## src/rtl/lss_pkg.sv

```systemverilog
package lss_pkg;
  localparam int unsigned STAT_W      = 8;
  localparam int unsigned LVL_W       = 3;
  // Bit positions of the status word (decoded by host software)
  localparam int unsigned BIT_AUTH    = 0;
  localparam int unsigned BIT_KEY     = 1;
  localparam int unsigned BIT_LIST    = 2;
  localparam int unsigned BIT_PRESENT = 3;
  localparam int unsigned BIT_PLUG    = 4;
  localparam int unsigned BIT_LOCK    = 5;
  localparam int unsigned BIT_IRQ     = 6;
  localparam int unsigned BIT_ERR     = 7;
  // Index of each level line inside the captured level vector
  localparam int unsigned LVL_PRESENT = 0;
  localparam int unsigned LVL_LOCK    = 1;
  localparam int unsigned LVL_IRQ     = 2;
endpackage

```

## src/rtl/lss_rst_sync.sv

```systemverilog
module lss_rst_sync #(
  parameter int unsigned STAGES = 2
) (
  input  logic clk,
  input  logic rst_n,
  output logic rst_q_n
);
  logic [STAGES-1:0] chain_q;
  logic [STAGES-1:0] chain_d;

  always_comb begin
    chain_d = {chain_q[STAGES-2:0], 1'b1};
  end

  always_ff @(posedge clk or negedge rst_n) begin
    if (!rst_n) chain_q <= '0;
    else        chain_q <= chain_d;
  end

  assign rst_q_n = chain_q[STAGES-1];
endmodule

```

## src/rtl/lss_flag_cell.sv

```systemverilog
// One status flag with a set and a clear request. SET_WINS picks
// which request prevails when both arrive in the same cycle.
module lss_flag_cell #(
  parameter bit SET_WINS = 1'b1
) (
  input  logic clk,
  input  logic rst_n,
  input  logic set_i,
  input  logic clr_i,
  output logic q_o
);
  logic q_d;
  logic q_en;

  always_comb begin
    q_en = set_i | clr_i;
    if (SET_WINS) q_d = set_i;
    else          q_d = set_i & ~clr_i;
  end

  always_ff @(posedge clk or negedge rst_n) begin
    if (!rst_n)    q_o <= 1'b0;
    else if (q_en) q_o <= q_d;
  end
endmodule

```

## src/rtl/lss_level_cap.sv

```systemverilog
// Registers a group of level lines, one flop per line.
module lss_level_cap #(
  parameter int unsigned W = 3
) (
  input  logic         clk,
  input  logic         rst_n,
  input  logic [W-1:0] lvl_i,
  output logic [W-1:0] lvl_q
);
  for (genvar g = 0; g < W; g++) begin : g_cap
    logic nxt;
    always_comb nxt = lvl_i[g];
    always_ff @(posedge clk or negedge rst_n) begin
      if (!rst_n) lvl_q[g] <= 1'b0;
      else        lvl_q[g] <= nxt;
    end
  end
endmodule

```

## src/rtl/lss_read_port.sv

```systemverilog
module lss_read_port #(
  parameter int unsigned          ADDR_W   = 8,
  parameter int unsigned          DATA_W   = 8,
  parameter logic [ADDR_W-1:0]    REG_ADDR = 8'hC4
) (
  input  logic              rd_en,
  input  logic [ADDR_W-1:0] rd_addr,
  input  logic [DATA_W-1:0] stat_i,
  output logic              hit_o,
  output logic [DATA_W-1:0] data_o
);
  always_comb begin
    hit_o  = rd_en && (rd_addr == REG_ADDR);
    data_o = hit_o ? stat_i : '0;
  end
endmodule

```

## src/rtl/lss_status_reg.sv

```systemverilog
module lss_status_reg
  import lss_pkg::*;
#(
  parameter int unsigned       ADDR_W      = 8,
  parameter logic [ADDR_W-1:0] REG_ADDR    = 8'hC4,
  parameter int unsigned       SYNC_STAGES = 2
) (
  input  logic              clk,
  input  logic              rst_n,
  input  logic              rd_en,
  input  logic [ADDR_W-1:0] rd_addr,
  output logic [STAT_W-1:0] rd_data,
  input  logic              ctl_wr,
  input  logic              ctl_list_ok,
  input  logic              ctl_key_ok,
  input  logic              ctl_restart,
  input  logic              ev_chan_err,
  input  logic              ev_hotplug,
  input  logic              ev_list_ready,
  input  logic              ev_key_ready,
  input  logic              ev_auth_pass,
  input  logic              ev_auth_fail,
  input  logic              ev_auth_drop,
  input  logic              rx_irq_n,
  input  logic              rx_locked,
  input  logic              rx_present,
  input  logic              dn_repeater,
  output logic              stall_list,
  output logic              stall_key
);
  logic              rst_q_n;
  logic              rd_hit;
  logic [STAT_W-1:0] stat_q;
  logic [LVL_W-1:0]  lvl_in;
  logic [LVL_W-1:0]  lvl_q;
  logic              list_clr, key_clr, auth_clr;

  lss_rst_sync #(.STAGES(SYNC_STAGES)) rst_i (
    .clk(clk), .rst_n(rst_n), .rst_q_n(rst_q_n)
  );

  lss_read_port #(.ADDR_W(ADDR_W), .DATA_W(STAT_W), .REG_ADDR(REG_ADDR)) rdp_i (
    .rd_en(rd_en), .rd_addr(rd_addr), .stat_i(stat_q),
    .hit_o(rd_hit), .data_o(rd_data)
  );

  always_comb begin
    lvl_in              = '0;
    lvl_in[LVL_PRESENT] = rx_present;
    lvl_in[LVL_LOCK]    = rx_locked;
    lvl_in[LVL_IRQ]     = rx_irq_n;
    list_clr = ctl_wr & ctl_list_ok;
    key_clr  = (ctl_wr & ctl_key_ok) | ev_auth_fail;
    auth_clr = ev_auth_drop | (ctl_wr & ctl_restart);
  end

  lss_level_cap #(.W(LVL_W)) lvl_i (
    .clk(clk), .rst_n(rst_q_n), .lvl_i(lvl_in), .lvl_q(lvl_q)
  );

  assign stat_q[BIT_IRQ]     = lvl_q[LVL_IRQ];
  assign stat_q[BIT_LOCK]    = lvl_q[LVL_LOCK];
  assign stat_q[BIT_PRESENT] = lvl_q[LVL_PRESENT];

  lss_flag_cell #(.SET_WINS(1'b1)) err_i (
    .clk(clk), .rst_n(rst_q_n), .set_i(ev_chan_err), .clr_i(rd_hit),
    .q_o(stat_q[BIT_ERR])
  );
  lss_flag_cell #(.SET_WINS(1'b1)) plug_i (
    .clk(clk), .rst_n(rst_q_n), .set_i(ev_hotplug), .clr_i(rd_hit),
    .q_o(stat_q[BIT_PLUG])
  );
  lss_flag_cell #(.SET_WINS(1'b1)) list_i (
    .clk(clk), .rst_n(rst_q_n), .set_i(ev_list_ready), .clr_i(list_clr),
    .q_o(stat_q[BIT_LIST])
  );
  lss_flag_cell #(.SET_WINS(1'b1)) key_i (
    .clk(clk), .rst_n(rst_q_n), .set_i(ev_key_ready), .clr_i(key_clr),
    .q_o(stat_q[BIT_KEY])
  );
  lss_flag_cell #(.SET_WINS(1'b0)) auth_i (
    .clk(clk), .rst_n(rst_q_n), .set_i(ev_auth_pass), .clr_i(auth_clr),
    .q_o(stat_q[BIT_AUTH])
  );

  always_comb begin
    stall_list = stat_q[BIT_LIST];
    stall_key  = stat_q[BIT_KEY] & ~dn_repeater;
  end
endmodule

```

## config.mk

```make
export PLATFORM = sky130hd
export DESIGN_NAME = lss_status_reg
export DESIGN_NICKNAME = d
export VERILOG_FILES = /design/src/rtl/lss_pkg.sv /design/src/rtl/lss_rst_sync.sv /design/src/rtl/lss_flag_cell.sv /design/src/rtl/lss_level_cap.sv /design/src/rtl/lss_read_port.sv /design/src/rtl/lss_status_reg.sv
export SDC_FILE = /design/constraint.sdc
export NUM_CORES = 1
export LEC_CHECK = 0
export BUFFER_PORTS_ARGS = -buffer_cell sky130_fd_sc_hd__buf_2
export CORE_AREA = 10 10 47 49
export CTS_BUF_LIST = sky130_fd_sc_hd__clkbuf_4
export CTS_CLUSTER_SIZE = 20
export DETAILED_ROUTE_END_ITERATION = 8
export DIE_AREA = 0 0 57 59
export GPL_TIMING_DRIVEN = 0
export MAX_ROUTING_LAYER = met4
export PLACE_DENSITY = 0.78
export SYNTH_ARGS = -nofsm -noshare
export SYNTH_HDL_FRONTEND = slang
export SYNTH_SLANG_ARGS = --single-unit
```

## constraint.sdc

```tcl
create_clock -name clk -period 1.35 [get_ports clk]
set_clock_uncertainty 0.1 [all_clocks]
set_input_delay 0 -clock clk [delete_from_list [all_inputs] [get_ports clk]]
set_output_delay 0 -clock clk [all_outputs]
set_load 0.05 [all_outputs]
```

# ---- Yosys cells after proc, flatten, opt, wreduce, memory -nomap -nowiden
# Cells that the tools add are included.
# W data, S select, Z words.
dict set report op_classes {
  order_cmp 0
  reduce_logical 1
  bitwise 14
  n_div 0
  shifts 0
  n_mux 1
  mul 0
  eq_ne 1
  addsub 0
}
# op count
set ops {}
lappend ops {{$eq A8 B8 Y1 const B} 1}
lappend ops {{$mux W8} 1}
lappend ops {{$or A1 B1 Y1} 7}
lappend ops {{$and A1 B1 Y1} 5}
lappend ops {{$not A1 Y1} 2}
lappend ops {{$logic_and A1 B1 Y1} 1}
dict set report word_totals {
  word_cells 26
  inputBits 26
  romBits 0
  mem_bits_rw 0
  latch_bits 0
  memories 0
  output_inout_bits 10
  regBits 10
}

# ---- Depth between registers and ports, before layout
# Gate-level depths: netlist (run 1).
dict set report depth {
  depth_word 4
  ltp_mapped 3
}

# ---- Hierarchy
# A second synthesis (run 1) with hierarchy kept.
dict set report hier_totals {
  cells_unflattened 46
  area_unflattened_um2 554.3
}
# mod n_inst cells_each area_each_um2
set by_module_without_submodules {}
lappend by_module_without_submodules {lss_read_port 1 22 217.7}
lappend by_module_without_submodules {{lss_flag_cell at err_i ...} 4 3 36.3}
lappend by_module_without_submodules {lss_level_cap 1 3 75.1}
lappend by_module_without_submodules {lss_rst_sync 1 3 53.8}
lappend by_module_without_submodules {{lss_flag_cell at auth_i} 1 2 35.0}
lappend by_module_without_submodules {lss_status_reg 1 4 27.5}

# ---- Worst setup path before layout (run 1)
# Ideal clock, no wire load.
dict set report synth_path {
  path_type {register -> output}
  from {register list_i.q_o}
  to {output rd_data[2]}
  path_buffers 0
  slack_ps -1017
  stages_incl_launch_ff 3
  arrival_time_ps 2267
  required_time_ps 1250
  path_cell_list {dfrtp_1 > inv_1 > nor4_1}
}
dict set report synth_via {
  elab_chain_cells 1
}
# element line
set synth_lines {}
lappend synth_lines {{start: declaration} lss_flag_cell.sv:10} ;# output logic q_o
lappend synth_lines {{start signal: assignment} lss_flag_cell.sv:23} ;# else if (q_en) q_o <= q_d;
lappend synth_lines {{$mux W8} lss_read_port.sv:14} ;# data_o = hit_o ? stat_i : '0;
lappend synth_lines {{end: declaration} lss_status_reg.sv:12} ;# output logic [STAT_W-1:0] rd_data,
# Every way passes these cells.

# ---- Worst setup path after layout (run 1)
# Same ends and word-level chain as after synthesis.

==> results.py, run 1 <==
metrics = {
    "timing": {
        "slew_viol_final": 0,
        "max_freq_ghz": 0.769,
        "rsz0062_at_grt": "false",
        "worst_slack_ns": 0.0501,
        "fin_crit_ns": 1.30,
        "timing.final.crit_share": 0.963,
        "slew_headroom": 0.514,
        "hold_viol_final": 0,
        "finalSetupViolCount": 0,
        "tns_ns": 0,
        "worst_pin_slew_ns": 0.727,
    },
    "floorplanning": {
        "die_x_um": 57,
        "die_y_um": 59,
        "num_io_pins": 36,
        "core_area_um2": 1400,
        "rows": 14,
        "floorplan.initialDensity": 0.333,
        "dieArea_um2": 3360,
    },
    "finish": {
        "drive_gt1_frac": 0.495,
        "fillers": 76,
        "nNetsFinal": 134,
        "antenna_cells": 0,
        "syn_to_final_growth_pct": 133,
        "final_area_um2": 1090,
        "instances_no_fill": 123,
    },
    "worst_setup_path": {
        "critPathCaptureType": "output port",
        "crit_path_max_fanout": 2,
        "crit_arrival_ns": 1.20,
        "crit_type": "reg -> out",
        "start_kind": "flop",
        "r2r_cells": 1,
        "required_ns": 1.25,
    },
    "power_and_ir_drop": {
        "leakagePower_nw": 0.518,
        "vdd_drop_max_mv": 0.546,
        "p_per_area_nw_per_um2": 647,
        "total_power_uw": 703,
    },
    "grt": {
        "top_usage_layer": "met2",
        "use_met1": 0.0977,
        "grt_pass1_wl_um": 3040,
        "grt_start_max_net_pins": 9,
        "grt_pass1_vias": 654,
        "grt_antenna_before_repair": 0,
        "use_met2": 0.247,
        "grt_use_met3": 0.0236,
        "grt_usage": 0.118,
        "grt-ovfl-total": 0,
    },
    "cts": {
        "clockBufferDepth": 2,
        "cts_sinks": 10,
        "clk_latency_ns": 0.26,
        "cts_made_buffers": 3,
        "htreeDepth": 1,
        "cts_tree": "done",
        "clockRootBuffer": "clkbuf_4",
        "clkSlewWorstSetupHoldPaths_ns": 0.06,
    },
    "min_path": {
        "worstHoldPathCells": 3,
        "hold_class": "in -> reg",
    },
    "synthesis": {
        "synth_ff_type": "dfrtp_1",
        "yosysSeqAreaShare": 0.536,
        "postSynthAreaPerCell_um2": 9.93,
        "synth_area_leaders": "dfrtp_1 (54%), nor4_1 (11%), inv_1 (7.2%)",
        "synth_top_area_share": 0.536,
        "ys_types": 15,
        "synth_cells": 47,
        "syn_nets": 73,
        "synth_common_cells": "dfrtp_1 (10), inv_1 (9), nor4_1 (8)",
        "syn-cell-area_um2": 467,
        "async_reset_ff_frac": 1.00,
        "ys_ff_latch": 10,
        "synthMostInstantiatedCell": "dfrtp_1",
        "yosysTopAreaCell": "dfrtp_1",
        "synth_edf_count": 0,
        "yosysWarningCount": 0,
    },
    "placed_design": {
        "pre_cts_slack_ns": -0.154,
        "place_congestion": 0.686,
        "dpl.hpwl_um": 1290,
        "placed_cell_area_um2": 783,
        "placed_cells": 98,
        "numPortBuffers": 35,
    },
    "drt": {
        "wl_per_cell_um": 16.0,
        "viasPerCell": 4.75,
        "drc": 0,
        "drtIter0Drc": 8,
        "drt_wl_total_um": 1970,
        "vias": 584,
        "ant_nets": 0,
        "first_pass_iters": 4,
    },
    "status": {
        "status": "complete, no violations",
    },
    "flow_run": {
        "drv_cap": 0,
    },
}
registers in the layout (all words and copies together), names as in the netlist:
name / count
lvl_i.lvl_q: 3
list_i.q_o: 1
auth_i.q_o: 1
plug_i.q_o: 1
rst_i.chain_q: 2
err_i.q_o: 1
key_i.q_o: 1
layout by cell type, fill, tap and decap left out, types with 2 or more instances in the layout:
cell | Yosys | layout
buf_2 | 0 | 27
nor4bb_1 | 2 | 2
buf_12 | 0 | 2
nor2_1 | 5 | 5
dfrtp_1 | 10 | 9
a31oi_1 | 2 | 2
clkbuf_4 | 0 | 3
dlygate4sd3_1 | 0 | 19
inv_1 | 9 | 9
buf_6 | 1 | 8
nand2_1 | 3 | 3
nor4_4 | 0 | 8
stage by stage:
| stage | hold WS [ns] | util |
|---|---|---|
| 6_report | 0.0120 | 0.775 |
| 5_1_grt | 0.00545 | 0.775 |
| 4_1_cts | 0.0319 | 0.770 |
| 3_5_place_dp | -0.314 | 0.559 |
| 3_3_place_gp | -0.314 | 0.559 |
| 2_1_floorplan | -0.396 | - |
cell families after synthesis:
family                 Yosys count  synth area share
other                            1           0.00804
DFF                             10             0.536
AOI/OAI and AO/OA                5            0.0778
and+or+nand+nor                 21             0.282
buffers and inverters           10            0.0965
cell type report:
type                       count  area, um^2  area share
sequential                    10         251       0.232
tap                           16        20.0      0.0184
inverter                       9        33.8      0.0311
clock inverter                 1        3.75     0.00346
buffer                         1        20.0      0.0184
clock buffer                   3        22.5      0.0207
multi-input combinational     27         292       0.268
timing repair buffer          56         443       0.408
path summary, 6_finish.rpt:
| path | from | to | slack [ns] |
|---|---|---|---|
| max reg2reg | key_i.q_o$_DFFE_PN0P_ | key_i.q_o$_DFFE_PN0P_ | 0.54 |
| min reg2reg | rst_i.chain_q[1]$_DFF_PN0_ | err_i.q_o$_DFFE_PN0P_ | 0.03 |
| max in group asynchronous | rst_n | rst_i.chain_q[0]$_DFF_PN0_ | 0.56 |
| min | ctl_wr | list_i.q_o$_DFFE_PN0P_ | 0.01 |
| min in group asynchronous | rst_i.chain_q[1]$_DFF_PN0_ | err_i.q_o$_DFFE_PN0P_ | 0.03 |
| max | list_i.q_o$_DFFE_PN0P_ | rd_data[2] | 0.05 |
worst max-delay path: stages, from the launching register on:
cell and delay (ns):
dfrtp_2 0.37, buf_4 0.11, inv_1 0.05, nor4_4 0.21
buf_6 0.20
power by group:
group | internal [mW] | leakage [nW] | switching [mW]
clock network | 0.107 | 0.0154 | 0.0965
registers | 0.314 | 0.109 | 0.00999
logic | 0.0904 | 0.394 | 0.0856
what timing repair did:
action	in CTS	in global routing
setup buffers	1	1
hold endpoints to repair	10	1
pin swaps	1	7
endpoints found under the setup margin	8	8
hold buffers	19	1
resized for setup	18	0
routing by layer:
metal / up-vias / routed length, um
li1: 286 / -
met1: 275 / 568
met2: 19 / 1290
met3: 4 / 91
met4: 0 / 17
met5: - / 0
Power figures use the tool's default switching activity.
==> inputs of run 2 (changes only) <==
--- a/config.mk
+++ b/config.mk
@@ -8,12 +8,11 @@
 export BUFFER_PORTS_ARGS = -buffer_cell sky130_fd_sc_hd__buf_2
 export CORE_AREA = 10 10 47 49
 export CTS_BUF_LIST = sky130_fd_sc_hd__clkbuf_4
-export CTS_CLUSTER_SIZE = 20
 export DETAILED_ROUTE_END_ITERATION = 8
 export DIE_AREA = 0 0 57 59
 export GPL_TIMING_DRIVEN = 0
 export MAX_ROUTING_LAYER = met4
-export PLACE_DENSITY = 0.78
+export PLACE_DENSITY = 0.72
 export SYNTH_ARGS = -nofsm -noshare
 export SYNTH_HDL_FRONTEND = slang
 export SYNTH_SLANG_ARGS = --single-unit
==> run 2 against run 1 <==
Net effect:
- combinational power decreased by 3%
- sequential share of layout area is 0.32 points higher
- utilization is 1.1 points lower
- via count is 1.0% lower
- maximum frequency shrank 2.1%
- worst hold slack got worse by 0.0042 ns
- global-route usage increased by 0.27 points
- first-iteration DRC count grew 50%
==> results.py, run 2 (synthesis gave the netlist of run 1 again) <==
metrics = {
    "timing": {
        "finalSetupViolCount": 0,
        "slew_headroom": 0.521,
        "worst_pin_slew_ns": 0.717,
        "max_freq_ghz": 0.753,
        "worst_slack_ns": 0.0224,
        "hold_viol_final": 0,
        "fin_crit_ns": 1.33,
        "slew_viol_final": 0,
        "tns_ns": 0,
        "timing.final.crit_share": 0.983,
    },
    "min_path": {
        "hold_class": "in -> reg",
    },
    "grt": {
        "grt_usage": 0.120,
        "grt_pass1_vias": 648,
        "grt-ovfl-total": 0,
        "grt_start_max_net_pins": 9,
        "grt_antenna_before_repair": 0,
        "grt_pass1_wl_um": 3150,
    },
    "cts": {
        "cts_tree": "done",
        "htreeDepth": 1,
        "clockBufferDepth": 2,
        "clockRootBuffer": "clkbuf_4",
        "cts_sinks": 10,
        "clkSlewWorstSetupHoldPaths_ns": 0.07,
        "clk_latency_ns": 0.26,
        "cts_made_buffers": 3,
    },
    "placed_design": {
        "placed_cell_area_um2": 783,
        "pre_cts_slack_ns": -0.160,
        "place_congestion": 0.755,
        "numPortBuffers": 35,
        "dpl.hpwl_um": 1240,
    },
    "power_and_ir_drop": {
        "internal-power_uw": 508,
        "vdd_drop_max_mv": 0.573,
        "leakagePower_nw": 0.513,
        "total_power_uw": 706,
        "p_clk_frac": 0.300,
        "comb_power_share": 0.241,
        "sw_frac_of_total": 0.280,
        "power_switching_uw": 198,
        "pwr-share-seq": 0.459,
        "p_per_area_nw_per_um2": 659,
    },
    "finish": {
        "reg_top3": "lvl_i.lvl_q: 3 flops, rst_i.chain_q: 2 flops",
        "largest_reg_flops": 3,
        "regMostFlops": "lvl_i.lvl_q",
        "syn_to_final_growth_pct": 129,
        "final_cell_mix": "buf_2 (27), dlygate4sd3_1 (17), inv_1 (9), dfrtp_1 (9)",
        "final_area_um2": 1070,
        "nNetsFinal": 132,
        "antenna_cells": 0,
        "fin_util": 0.764,
        "fillers": 90,
        "drive_gt1_frac": 0.514,
        "final_common_cell": "buf_2",
    },
    "floorplanning": {
        "rows": 14,
        "floorplan.initialDensity": 0.333,
        "num_io_pins": 36,
        "die_y_um": 59,
        "dieArea_um2": 3360,
        "core_area_um2": 1400,
        "die_x_um": 57,
    },
    "drt": {
        "drt_wl_total_um": 1870,
        "drc": 0,
        "viasPerCell": 4.78,
        "wl_per_cell_um": 15.4,
        "vias": 578,
        "first_pass_iters": 4,
        "drtIter0Drc": 12,
        "ant_nets": 0,
    },
    "worst_setup_path": {
        "crit_arrival_ns": 1.23,
        "crit_path_max_fanout": 8,
        "required_ns": 1.25,
        "crit_type": "in -> out",
        "critPathCaptureType": "output port",
        "start_kind": "input pin",
    },
    "status": {
        "status": "complete, no violations",
    },
    "flow_run": {
        "drv_cap": 0,
    },
}
## run 2: cell types whose count changed in the layout (fill, tap and decap cells not counted), sizes merged
cell         change
dlygate4sd3      -2
## run 2: worst max-delay path, cell delays in order
cell,delay [ns]
buf_2,0.10
or4_4,0.54
buf_12,0.17
nor4_4,0.21
buf_6,0.20
## run 2: layout make-up
| class | instances | area [um^2] | area share |
|---|---|---|---|
| sequential | 10 | 251 | 0.235 |
| timing repair buffer | 54 | 423 | 0.395 |
| inverter | 9 | 33.8 | 0.0315 |
| tap | 16 | 20.0 | 0.0187 |
| buffer | 1 | 20.0 | 0.0187 |
| multi-input combinational | 27 | 297 | 0.277 |
| clock buffer | 3 | 22.5 | 0.0210 |
| clock inverter | 1 | 3.75 | 0.00350 |
## run 2: metrics by stage
step / hold WS, ns / instances
after global placement: -0.315 / 98
after CTS: 0.0424 / 119
after global routing: 0.0428 / 121
after floorplan: -0.396 / 47
after detailed placement: -0.314 / 98
final: 0.00781 / 121
## run 2: layer usage
layer,GRT usage,routed length [um]
met1,0.115,616
met2,0.222,1140
met3,0.0215,79
met4,0.0705,29
met5,-,0
## run 2: worst paths after layout
path / from / endpoint / slack [ns] / depth (start not counted)
hold reg to reg: rst_i.chain_q[1]$_DFF_PN0_ / key_i.q_o$_DFFE_PN0P_ / 0.03 / 0
setup / recovery: rd_addr[5] / rd_data[6] / 0.02 / 5
setup reg to reg: auth_i.q_o$_DFFE_PN0P_ / auth_i.q_o$_DFFE_PN0P_ / 0.03 / 3
max in group asynchronous: rst_n / rst_i.chain_q[0]$_DFF_PN0_ / 0.54 / 3
hold / removal: ctl_key_ok / key_i.q_o$_DFFE_PN0P_ / 0.008 / 3
min in group asynchronous: rst_i.chain_q[1]$_DFF_PN0_ / key_i.q_o$_DFFE_PN0P_ / 0.03 / 0
## run 2: timing repair
| action | in CTS | in global routing |
|---|---|---|
| pin swaps | 1 | 7 |
| endpoints found under the setup margin | 8 | 9 |
| hold buffers | 16 | 3 |
| endpoints found under the hold margin | 10 | 2 |
| resized for setup | 18 | 1 |
| buffers inserted | 1 | 1 |
## run 2: power groups by stage
stage	logic (mW)	clock network [mW]	registers, mW
2_1_floorplan	0.0591	0	0.334
3_3_place_gp	0.113	0	0.329
3_5_place_dp	0.116	0	0.330
4_1_cts	0.162	0.217	0.324
5_1_grt	0.185	0.232	0.326
6_report	0.170	0.212	0.324
